File: src/rtl/sfr_pkg.sv
package sfr_pkg;

  localparam int unsigned NUM_PORTS = 5;
  localparam int unsigned CW_MAX    = 8;

  typedef logic [CW_MAX-1:0] coord_t;

  typedef enum logic [2:0] {
    PORT_LOCAL = 3'd0,
    PORT_NORTH = 3'd1,
    PORT_EAST  = 3'd2,
    PORT_SOUTH = 3'd3,
    PORT_WEST  = 3'd4
  } port_e;

  typedef struct packed {
    logic  dead;
    logic  enq;
    port_e port;
  } verdict_t;

  // Outputs that shorten the distance to the target; bit 0 marks arrival.
  function automatic logic [NUM_PORTS-1:0] gain_mask(coord_t hx, coord_t hy,
                                                     coord_t tx, coord_t ty);
    logic [NUM_PORTS-1:0] m;
    m = '0;
    m[PORT_EAST]  = (tx > hx);
    m[PORT_WEST]  = (tx < hx);
    m[PORT_NORTH] = (ty > hy);
    m[PORT_SOUTH] = (ty < hy);
    m[PORT_LOCAL] = (tx == hx) && (ty == hy);
    return m;
  endfunction

  // Dimension-order step: X first, then Y.
  function automatic port_e xy_step(coord_t hx, coord_t hy,
                                    coord_t tx, coord_t ty);
    if (tx > hx)      return PORT_EAST;
    else if (tx < hx) return PORT_WEST;
    else if (ty > hy) return PORT_NORTH;
    else if (ty < hy) return PORT_SOUTH;
    else              return PORT_LOCAL;
  endfunction

endpackage

File: src/rtl/sfr_eager_mask.sv
module sfr_eager_mask #(
  parameter int unsigned NPORTS  = 5,
  parameter int unsigned SEL_W   = 3,
  parameter int unsigned MY_PORT = 1
) (
  input  logic [NPORTS*SEL_W-1:0] pref_sel,
  output logic [NPORTS-1:0]       eager
);

  localparam logic [SEL_W-1:0] SELF_ID = SEL_W'(MY_PORT);

  for (genvar o = 0; o < NPORTS; o++) begin : g_out
    assign eager[o] = (pref_sel[o*SEL_W +: SEL_W] == SELF_ID);
  end

endmodule

File: src/rtl/sfr_head_decide.sv
module sfr_head_decide
  import sfr_pkg::*;
#(
  parameter int unsigned NPORTS = NUM_PORTS
) (
  input  coord_t              here_x,
  input  coord_t              here_y,
  input  coord_t              dest_x,
  input  coord_t              dest_y,
  input  logic [NPORTS-1:0]   eager,
  output verdict_t            verdict,
  output logic                home_hit,
  output logic                useful_any,
  output logic                all_wasted
);

  logic [NPORTS-1:0] gain;
  logic [NPORTS-1:0] useful;
  port_e             xy_port;
  port_e             alt_port;

  always_comb begin
    gain     = gain_mask(here_x, here_y, dest_x, dest_y);
    xy_port  = xy_step(here_x, here_y, dest_x, dest_y);
    useful   = gain & eager;
    useful[PORT_LOCAL] = 1'b0;
    alt_port = PORT_LOCAL;
    for (int p = NPORTS - 1; p >= 0; p--) begin
      if (useful[p]) alt_port = port_e'(p);
    end
  end

  assign home_hit   = gain[PORT_LOCAL];
  assign useful_any = |useful;
  assign all_wasted = !home_hit && !useful_any && (|eager);

  always_comb begin
    verdict.dead = 1'b0;
    verdict.enq  = 1'b1;
    verdict.port = xy_port;
    if (home_hit) begin
      verdict.port = PORT_LOCAL;
      verdict.enq  = !eager[PORT_LOCAL];
    end else if (useful_any) begin
      verdict.enq  = 1'b0;
      verdict.port = useful[xy_port] ? xy_port : alt_port;
    end else begin
      verdict.dead = all_wasted;
    end
  end

endmodule

File: src/rtl/sfr_pkt_track.sv
module sfr_pkt_track
  import sfr_pkg::*;
(
  input  logic     clk,
  input  logic     rst_n,
  input  logic     flit_valid,
  input  logic     is_head,
  input  logic     is_tail,
  input  verdict_t head_verdict,
  output logic     pkt_open,
  output verdict_t held
);

  always_ff @(posedge clk) begin
    if (!rst_n) begin
      pkt_open <= 1'b0;
      held     <= '0;
    end else if (flit_valid) begin
      if (is_head) begin
        pkt_open <= !is_tail;
        held     <= head_verdict;
      end else if (is_tail) begin
        pkt_open <= 1'b0;
      end
    end
  end

endmodule

File: src/rtl/sfr_classify_unit.sv
module sfr_classify_unit
  import sfr_pkg::*;
#(
  parameter int unsigned FLIT_W  = 39,
  parameter int unsigned COORD_W = 3,
  parameter int unsigned NPORTS  = NUM_PORTS,
  parameter int unsigned MY_PORT = 1,
  localparam int unsigned PORT_W = $clog2(NPORTS),
  localparam int unsigned SEL_W  = PORT_W
) (
  input  logic                    clk,
  input  logic                    rst_n,
  input  logic [FLIT_W-1:0]       flit_in,
  input  logic                    flit_valid,
  input  logic [COORD_W-1:0]      local_x,
  input  logic [COORD_W-1:0]      local_y,
  input  logic [NPORTS*SEL_W-1:0] pref_sel,
  output logic                    dead,
  output logic                    enq_req,
  output logic [PORT_W-1:0]       port_req
);

  localparam int unsigned HEAD_BIT = FLIT_W - 1;
  localparam int unsigned TAIL_BIT = FLIT_W - 2;
  localparam int unsigned DX_LO    = COORD_W;
  localparam int unsigned DY_LO    = 0;

  logic              is_head;
  logic              is_tail;
  logic [NPORTS-1:0] eager;
  coord_t            here_x, here_y, dest_x, dest_y;
  verdict_t          head_verdict;
  verdict_t          held;
  verdict_t          out_v;
  logic              pkt_open;
  logic              home_hit;
  logic              useful_any;
  logic              all_wasted;
  logic              stray_body;

  assign is_head = flit_in[HEAD_BIT];
  assign is_tail = flit_in[TAIL_BIT];
  assign here_x  = coord_t'(local_x);
  assign here_y  = coord_t'(local_y);
  assign dest_x  = coord_t'(flit_in[DX_LO +: COORD_W]);
  assign dest_y  = coord_t'(flit_in[DY_LO +: COORD_W]);

  sfr_eager_mask #(
    .NPORTS (NPORTS),
    .SEL_W  (SEL_W),
    .MY_PORT(MY_PORT)
  ) u_eager (
    .pref_sel(pref_sel),
    .eager   (eager)
  );

  sfr_head_decide #(
    .NPORTS(NPORTS)
  ) u_decide (
    .here_x    (here_x),
    .here_y    (here_y),
    .dest_x    (dest_x),
    .dest_y    (dest_y),
    .eager     (eager),
    .verdict   (head_verdict),
    .home_hit  (home_hit),
    .useful_any(useful_any),
    .all_wasted(all_wasted)
  );

  sfr_pkt_track u_track (
    .clk         (clk),
    .rst_n       (rst_n),
    .flit_valid  (flit_valid),
    .is_head     (is_head),
    .is_tail     (is_tail),
    .head_verdict(head_verdict),
    .pkt_open    (pkt_open),
    .held        (held)
  );

  assign stray_body = flit_valid && !is_head && !pkt_open;

  always_comb begin
    out_v = '0;
    if (flit_valid) begin
      if (is_head)       out_v = head_verdict;
      else if (pkt_open) out_v = held;
      else begin
        out_v.dead = 1'b1;
        out_v.enq  = 1'b0;
        out_v.port = PORT_LOCAL;
      end
    end
  end

  assign dead     = out_v.dead;
  assign enq_req  = out_v.enq;
  assign port_req = PORT_W'(out_v.port);

endmodule

File: config.mk
export PLATFORM = sky130hd
export DESIGN_NAME = sfr_classify_unit
export DESIGN_NICKNAME = d
export VERILOG_FILES = /design/src/rtl/sfr_pkg.sv /design/src/rtl/sfr_eager_mask.sv /design/src/rtl/sfr_head_decide.sv /design/src/rtl/sfr_pkt_track.sv /design/src/rtl/sfr_classify_unit.sv
export SDC_FILE = /design/constraint.sdc
export NUM_CORES = 1
export LEC_CHECK = 0
export BUFFER_PORTS_ARGS = -buffer_cell sky130_fd_sc_hd__buf_2
export CORE_UTILIZATION = 25
export DETAILED_ROUTE_END_ITERATION = 7
export PLACE_DENSITY_LB_ADDON = 0.05
export REMOVE_ABC_BUFFERS = 1
export SLEW_MARGIN = 5
export SYNTH_ARGS = -nofsm -noshare
export SYNTH_HDL_FRONTEND = slang
export SYNTH_SLANG_ARGS = --single-unit
File: constraint.sdc
create_clock -name clk -period 2.76 [get_ports clk]
set_clock_uncertainty 0.15 [all_clocks]
set_input_delay 0.276 -clock clk [delete_from_list [all_inputs] [get_ports clk]]
set_output_delay 0.276 -clock clk [all_outputs]
set_load 0.01 [all_outputs]
==> results_dict.tcl, run 1 <==
set metrics [dict create \
    pwr_density_cell_nw_per_um2 321.2 \
    cp_common_cell "buf_2" \
    die_y_um 52.18 \
    grt_pass1_vias 638 \
    first_iter_violations 5 \
    clk_path_buf_depth 2 \
    io-pin-count 68 \
    power_leakage_nw 0.4458 \
    arrival_ns 1.79 \
    syn_avg_cell_area_um2 7.770 \
    crit_fanout 4 \
    finalHoldViolCount 0 \
    fin_cells 148 \
    synth_ff_type "dfxtp_1" \
    min_period_over_period_pct 80.41 \
    pwr-share-seq_pct 33.9 \
    tightest_slew_ns 0.3305 \
    cp_num_cells 8 \
    rsz0062_at_grt "no" \
    fin_ws_ns 0.5408 \
    ys_seq_area_share_pct 19.09 \
    dp_slack_ns 0.5372 \
    diodes 0 \
    vias_per_cell 4.696 \
    fin_area_um2 867.1 \
    maxSlewViolCount 0 \
    cpMaxStageDelayCell "ha_1" \
    clkSinkCount 6 \
    hp-class "in -> reg" \
    p_comb_share_pct 37.1 \
    critical_path.cell_chain "buf_2 > ha_1 > a21oi_2 > a21boi_1 > a21oi_1 > nand4_1 > o21ai_0 > buf_2" \
    tns_ns 0 \
    ys_warn_count 0 \
    tritoncts "built" \
    cts_root_buf "clkbuf_4" \
    ant_nets 0 \
    p_sw_mw 0.08561 \
    post_cts_buffers 0 \
    netlist_instances 81 \
    yosysUniqueCellTypes 33 \
    path_delay_family "compound AO/OA/AOI/OAI gates" \
    rows 17 \
    placed_cells_incl_taps 145 \
    setup_violations 0 \
    synth_area_um2 629.4 \
    grt_max_degree 11 \
    core_um2 2297 \
    status "complete, no violations" \
    drc_errors 0 \
    end_kind "output pin" \
    area_growth_pct 37.77 \
    whs_path_depth 4 \
    busiest_layer "met2" \
    dieArea_um2 2722 \
    synth_edf_count 0 \
    dpl_cell_area_um2 844.6 \
    wl_per_cell_um 10.25 \
    power.total_mw 0.2785 \
    cts_max_level 1 \
    post_cts_resized 0 \
    nets 191 \
    synth-seq-cells 6 \
    drive_gt1_share_pct 40.83 \
    use_met2_pct 21.37 \
    power_frac_clock_pct 28.9 \
    cts_buffers 3 \
    gr-total-overflow 0 \
    async_flop_share_pct 0 \
    cp.required_ns 2.33 \
    grtUsageMet1_pct 14.56 \
    holdBufCountCts 0 \
    die_w_um 52.18 \
    port_buffers 36 \
    grt_use_met3_pct 6.667 \
    fmax_mhz 450.6 \
    critical_path_class "in -> out" \
    cpPeakStageDelay_ns 0.34 \
    grt_pass1_wl_um 2518 \
    drt-total-wl_um 1517 \
    fillCellCount 260 \
    cp-start-kind "primary input" \
    p_sw_share_pct 30.74 \
    clkTransAtPathRegs_ns 0.04 \
    path_buf_inv 2 \
    p_int_mw 0.1929 \
    max_cap_violations 0 \
    antenna_found_initial 0 \
    firstDrtPassIters 4 \
    place_congestion 0.7644 \
    peakVddDrop_uv 204.6 \
    grt_usage_pct 12.83 \
    r2r_cells 2 \
    max_slew_margin_pct 77.92 \
    dp_hpwl_um 1310 \
    vias 695 \
    clkLatencyLatePin_ns 0.24 \
    layout_min_cycle_time_ns 2.219 \
    start_util_pct 27.40 \
]
[sequential cells by signal (all words and copies together), names as in the netlist]
| name | flops |
|---|---|
| u_track.held | 5 |
| u_track.pkt_open | 1 |
[worst register-to-register path: cells and delay by family, from the launching register on]
| kind | cells | cell delay (ns) |
|---|---|---|
| flops | 1 | 0.30 |
| compound gates | 1 | 0.16 |
| simple gates | 1 | 0.13 |
[path summary, 6_finish.rpt]
check                                             startpoint                             to  slack (ns)
worst max-delay path                              flit_in[2]                           dead        0.54
worst min-delay path                             flit_in[37]  u_track.pkt_open$_SDFFE_PN0P_        0.13
worst min register to register  u_track.held[4]$_SDFFE_PN0P_   u_track.held[4]$_SDFFE_PN0P_        0.30
worst max register to register  u_track.held[0]$_SDFFE_PN0P_   u_track.held[0]$_SDFFE_PN0P_        1.92
[synthesized netlist by cell type, types with 2 or more instances]
cell type / instances / area, um2
nand2_1: 11 / 41.29
inv_1: 7 / 26.28
dfxtp_1: 6 / 120.1
ha_1: 6 / 75.07
nor2_1: 5 / 18.77
a21boi_1: 4 / 30.03
a21oi_1: 4 / 20.02
nand3_1: 4 / 20.02
o21ai_1: 4 / 20.02
nor3_1: 3 / 15.01
nor3b_1: 3 / 22.52
a32oi_1: 2 / 17.52
mux2i_1: 2 / 20.02
[area by class of cell]
cell class / count / area [um2] / share of cell area (%)
multi-input combinational: 68 / 483.0 / 55.70
timing repair buffer: 36 / 180.2 / 20.78
sequential: 6 / 120.1 / 13.85
tap: 28 / 35.03 / 4.040
inverter: 7 / 26.28 / 3.030
clock buffer: 3 / 22.52 / 2.597
[cells by family after synthesis]
group | Yosys count | synth area share [%]
AOI/OAI and AO/OA | 22 | 23.26
buffers and inverters | 7 | 4.176
muxes | 2 | 3.181
and+or+nand+nor | 38 | 38.37
adders and majority gates | 6 | 11.93
DFF | 6 | 19.09
[power groups by stage]
stage / Clock, mW / Combinational [mW] / Sequential, mW
final: 0.0805 / 0.103 / 0.0945
after global routing: 0.0938 / 0.118 / 0.0948
after CTS: 0.0841 / 0.105 / 0.0945
after detailed placement: 0 / 0.105 / 0.0961
after global placement: 0 / 0.103 / 0.0959
after floorplan: 0 / 0.0645 / 0.0956
[per-layer routing]
| metal | routed length, um | share of wire [%] |
|---|---|---|
| met1 | 707 | 47 |
| met2 | 707 | 47 |
| met4 | 0 | 0 |
| met5 | 0 | 0 |
| met3 | 102 | 6.7 |
[metrics by stage]
step                util, %  hold slack, ns
finish                37.75          0.1294
global route          37.75          0.1184
detailed placement    36.76          0.2983
global placement      36.76          0.2920
floorplan                 -          0.2421
CTS                   37.75          0.1235
[cell usage in the layout, fill, tap and decap left out, types with 2 or more instances in the layout]
master and instances:
a21boi_1 4, a21oi_1 4, a32oi_1 2, buf_2 36
clkbuf_4 3, dfxtp_1 6, ha_1 6, inv_1 7
mux2i_1 2, nand2_1 11, nand3_1 4, nor2_1 5
nor3_1 3, nor3b_1 3, o21ai_1 4
Power figures use the tool's default switching activity.
==> run 2: changes to the inputs <==
==> constraint.sdc (replaced) <==
create_clock -name clk -period 1.9 [get_ports clk]
set_clock_uncertainty 0.15 [all_clocks]
set_input_delay 0.19 -clock clk [delete_from_list [all_inputs] [get_ports clk]]
set_output_delay 0.19 -clock clk [all_outputs]
set_load 0.01 [all_outputs]
==> results_dict.tcl, run 2 (synthesis gave the netlist of run 1 again) <==
set metrics [dict create \
    status "complete, no violations" \
    pwr_density_cell_nw_per_um2 427.9 \
    critical_path_class "in -> out" \
    clkTransAtPathRegs_ns 0.05 \
    end_kind "output pin" \
    clk_path_buf_depth 2 \
    rows 17 \
    wl_per_cell_um 11.31 \
    path_delay_family "simple AND/OR/NAND/NOR gates" \
    clkSinkCount 6 \
    io-pin-count 68 \
    fmax_mhz 527.2 \
    largest_register_ffs 5 \
    critical_path.cell_chain "buf_6 > inv_4 > ha_4 > nand2_4 > o21ai_4 > mux2i_4 > and4bb_1 > a21o_1 > buf_2" \
    cts_max_level 1 \
    cpPeakStageDelay_ns 0.28 \
    first_iter_violations 14 \
    drt-total-wl_um 1809 \
    start_util_pct 27.40 \
    grt_pass1_wl_um 2967 \
    max_slew_margin_pct 79.23 \
    dp_hpwl_um 1382 \
    cpMaxStageDelayCell "ha_4" \
    diodes 0 \
    tritoncts "built" \
    power_leakage_nw 0.5439 \
    vias_per_cell 4.769 \
    largest_register "u_track.held" \
    grt_usage_pct 14.28 \
    firstDrtPassIters 4 \
    ant_nets 0 \
    gr-total-overflow 0 \
    die_w_um 52.18 \
    power.total_mw 0.4963 \
    drive_gt1_share_pct 61.36 \
    clkLatencyLatePin_ns 0.24 \
    maxSlewViolCount 0 \
    final_cell_mix "31 x buf_2, 12 x buf_4, 10 x nand2_1" \
    vias 763 \
    arrival_ns 1.56 \
    core_um2 2297 \
    peakVddDrop_uv 420.9 \
    crit_fanout 3 \
    layout_min_cycle_time_ns 1.897 \
    port_buffers 36 \
    cp-start-kind "primary input" \
    area_growth_pct 84.29 \
    cts_buffers 3 \
    place_congestion 0.7205 \
    max_cap_violations 0 \
    placed_cells_incl_taps 155 \
    holdBufCountCts 0 \
    setup_violations 0 \
    finalHoldViolCount 0 \
    grt_max_degree 10 \
    rsz0062_at_grt "yes" \
    tightest_slew_ns 0.3103 \
    reg_top3 "u_track.held (5), u_track.pkt_open (1)" \
    dieArea_um2 2722 \
    min_period_over_period_pct 99.82 \
    hp-class "in -> reg" \
    path_buf_inv 3 \
    tns_ns 0 \
    nets 203 \
    antenna_found_initial 0 \
    layout_commonest_cell "buf_2" \
    grt_pass1_vias 762 \
    cp.required_ns 1.56 \
    cts_root_buf "clkbuf_4" \
    fillCellCount 236 \
    drc_errors 0 \
    fin_cells 160 \
    die_y_um 52.18 \
]
==> run 2: worst reg2reg max path: stages (launching register included) <==
cell     delay, ns
dfxtp_1       0.30
and2_1        0.13
o21a_1        0.16
==> run 2: power breakdown <==
part           total (mW)  switching [mW]  internal, mW
combinational       0.242           0.109         0.133
sequential          0.137         0.00329         0.134
clock               0.117          0.0458        0.0714
total               0.496           0.158         0.338
==> run 2: repair_timing <==
action / 4_1_cts / 5_1_grt
buffers inserted: 0 / 2
endpoints found under the setup margin: 5 / 5
pin swaps: 6 / 9
resized for setup: 20 / 15
==> run 2: layer usage <==
metal	share of wire [%]	up-vias	track usage, %	wire length, um
met3	3.8	2	4.348	69
li1	-	399	-	-
met5	0	-	0	0
met4	0.44	0	1.316	8
met1	42	342	15.25	763
met2	53	20	27.99	967
==> run 2: area by class of cell <==
cell class	count	area (um2)	share of cell area [%]
Tap cell	28	35.03	3.021
Inverter	7	31.28	2.697
Clock buffer	3	22.52	1.942
Sequential cell	6	120.1	10.36
Timing Repair Buffer	48	301.5	26.00
Multi-Input combinational cell	68	649.4	55.99
==> run 2: metrics by stage <==
stage	utilization (%)	instance area (um2)	setup slack, ns	hold slack, ns
5_1_grt	50.49	1160	-0.07712	0.07840
6_report	50.49	1160	0.003342	0.05216
2_1_floorplan	-	629.4	0.1503	0.1561
4_1_cts	46.24	1062	-0.01865	0.04482
3_3_place_gp	40.03	919.6	-0.1177	0.2927
3_5_place_dp	40.03	919.6	-0.1280	0.2968
==> run 2: path summary, 6_finish.rpt <==
path,startpoint,end,slack [ns],depth (start not counted)
min,flit_in[37],u_track.pkt_open$_SDFFE_PN0P_,0.05,4
min reg2reg,u_track.held[4]$_SDFFE_PN0P_,u_track.held[4]$_SDFFE_PN0P_,0.30,2
max,local_x[2],port_req[0],0.003,9
max reg2reg,u_track.held[0]$_SDFFE_PN0P_,u_track.held[0]$_SDFFE_PN0P_,1.06,2
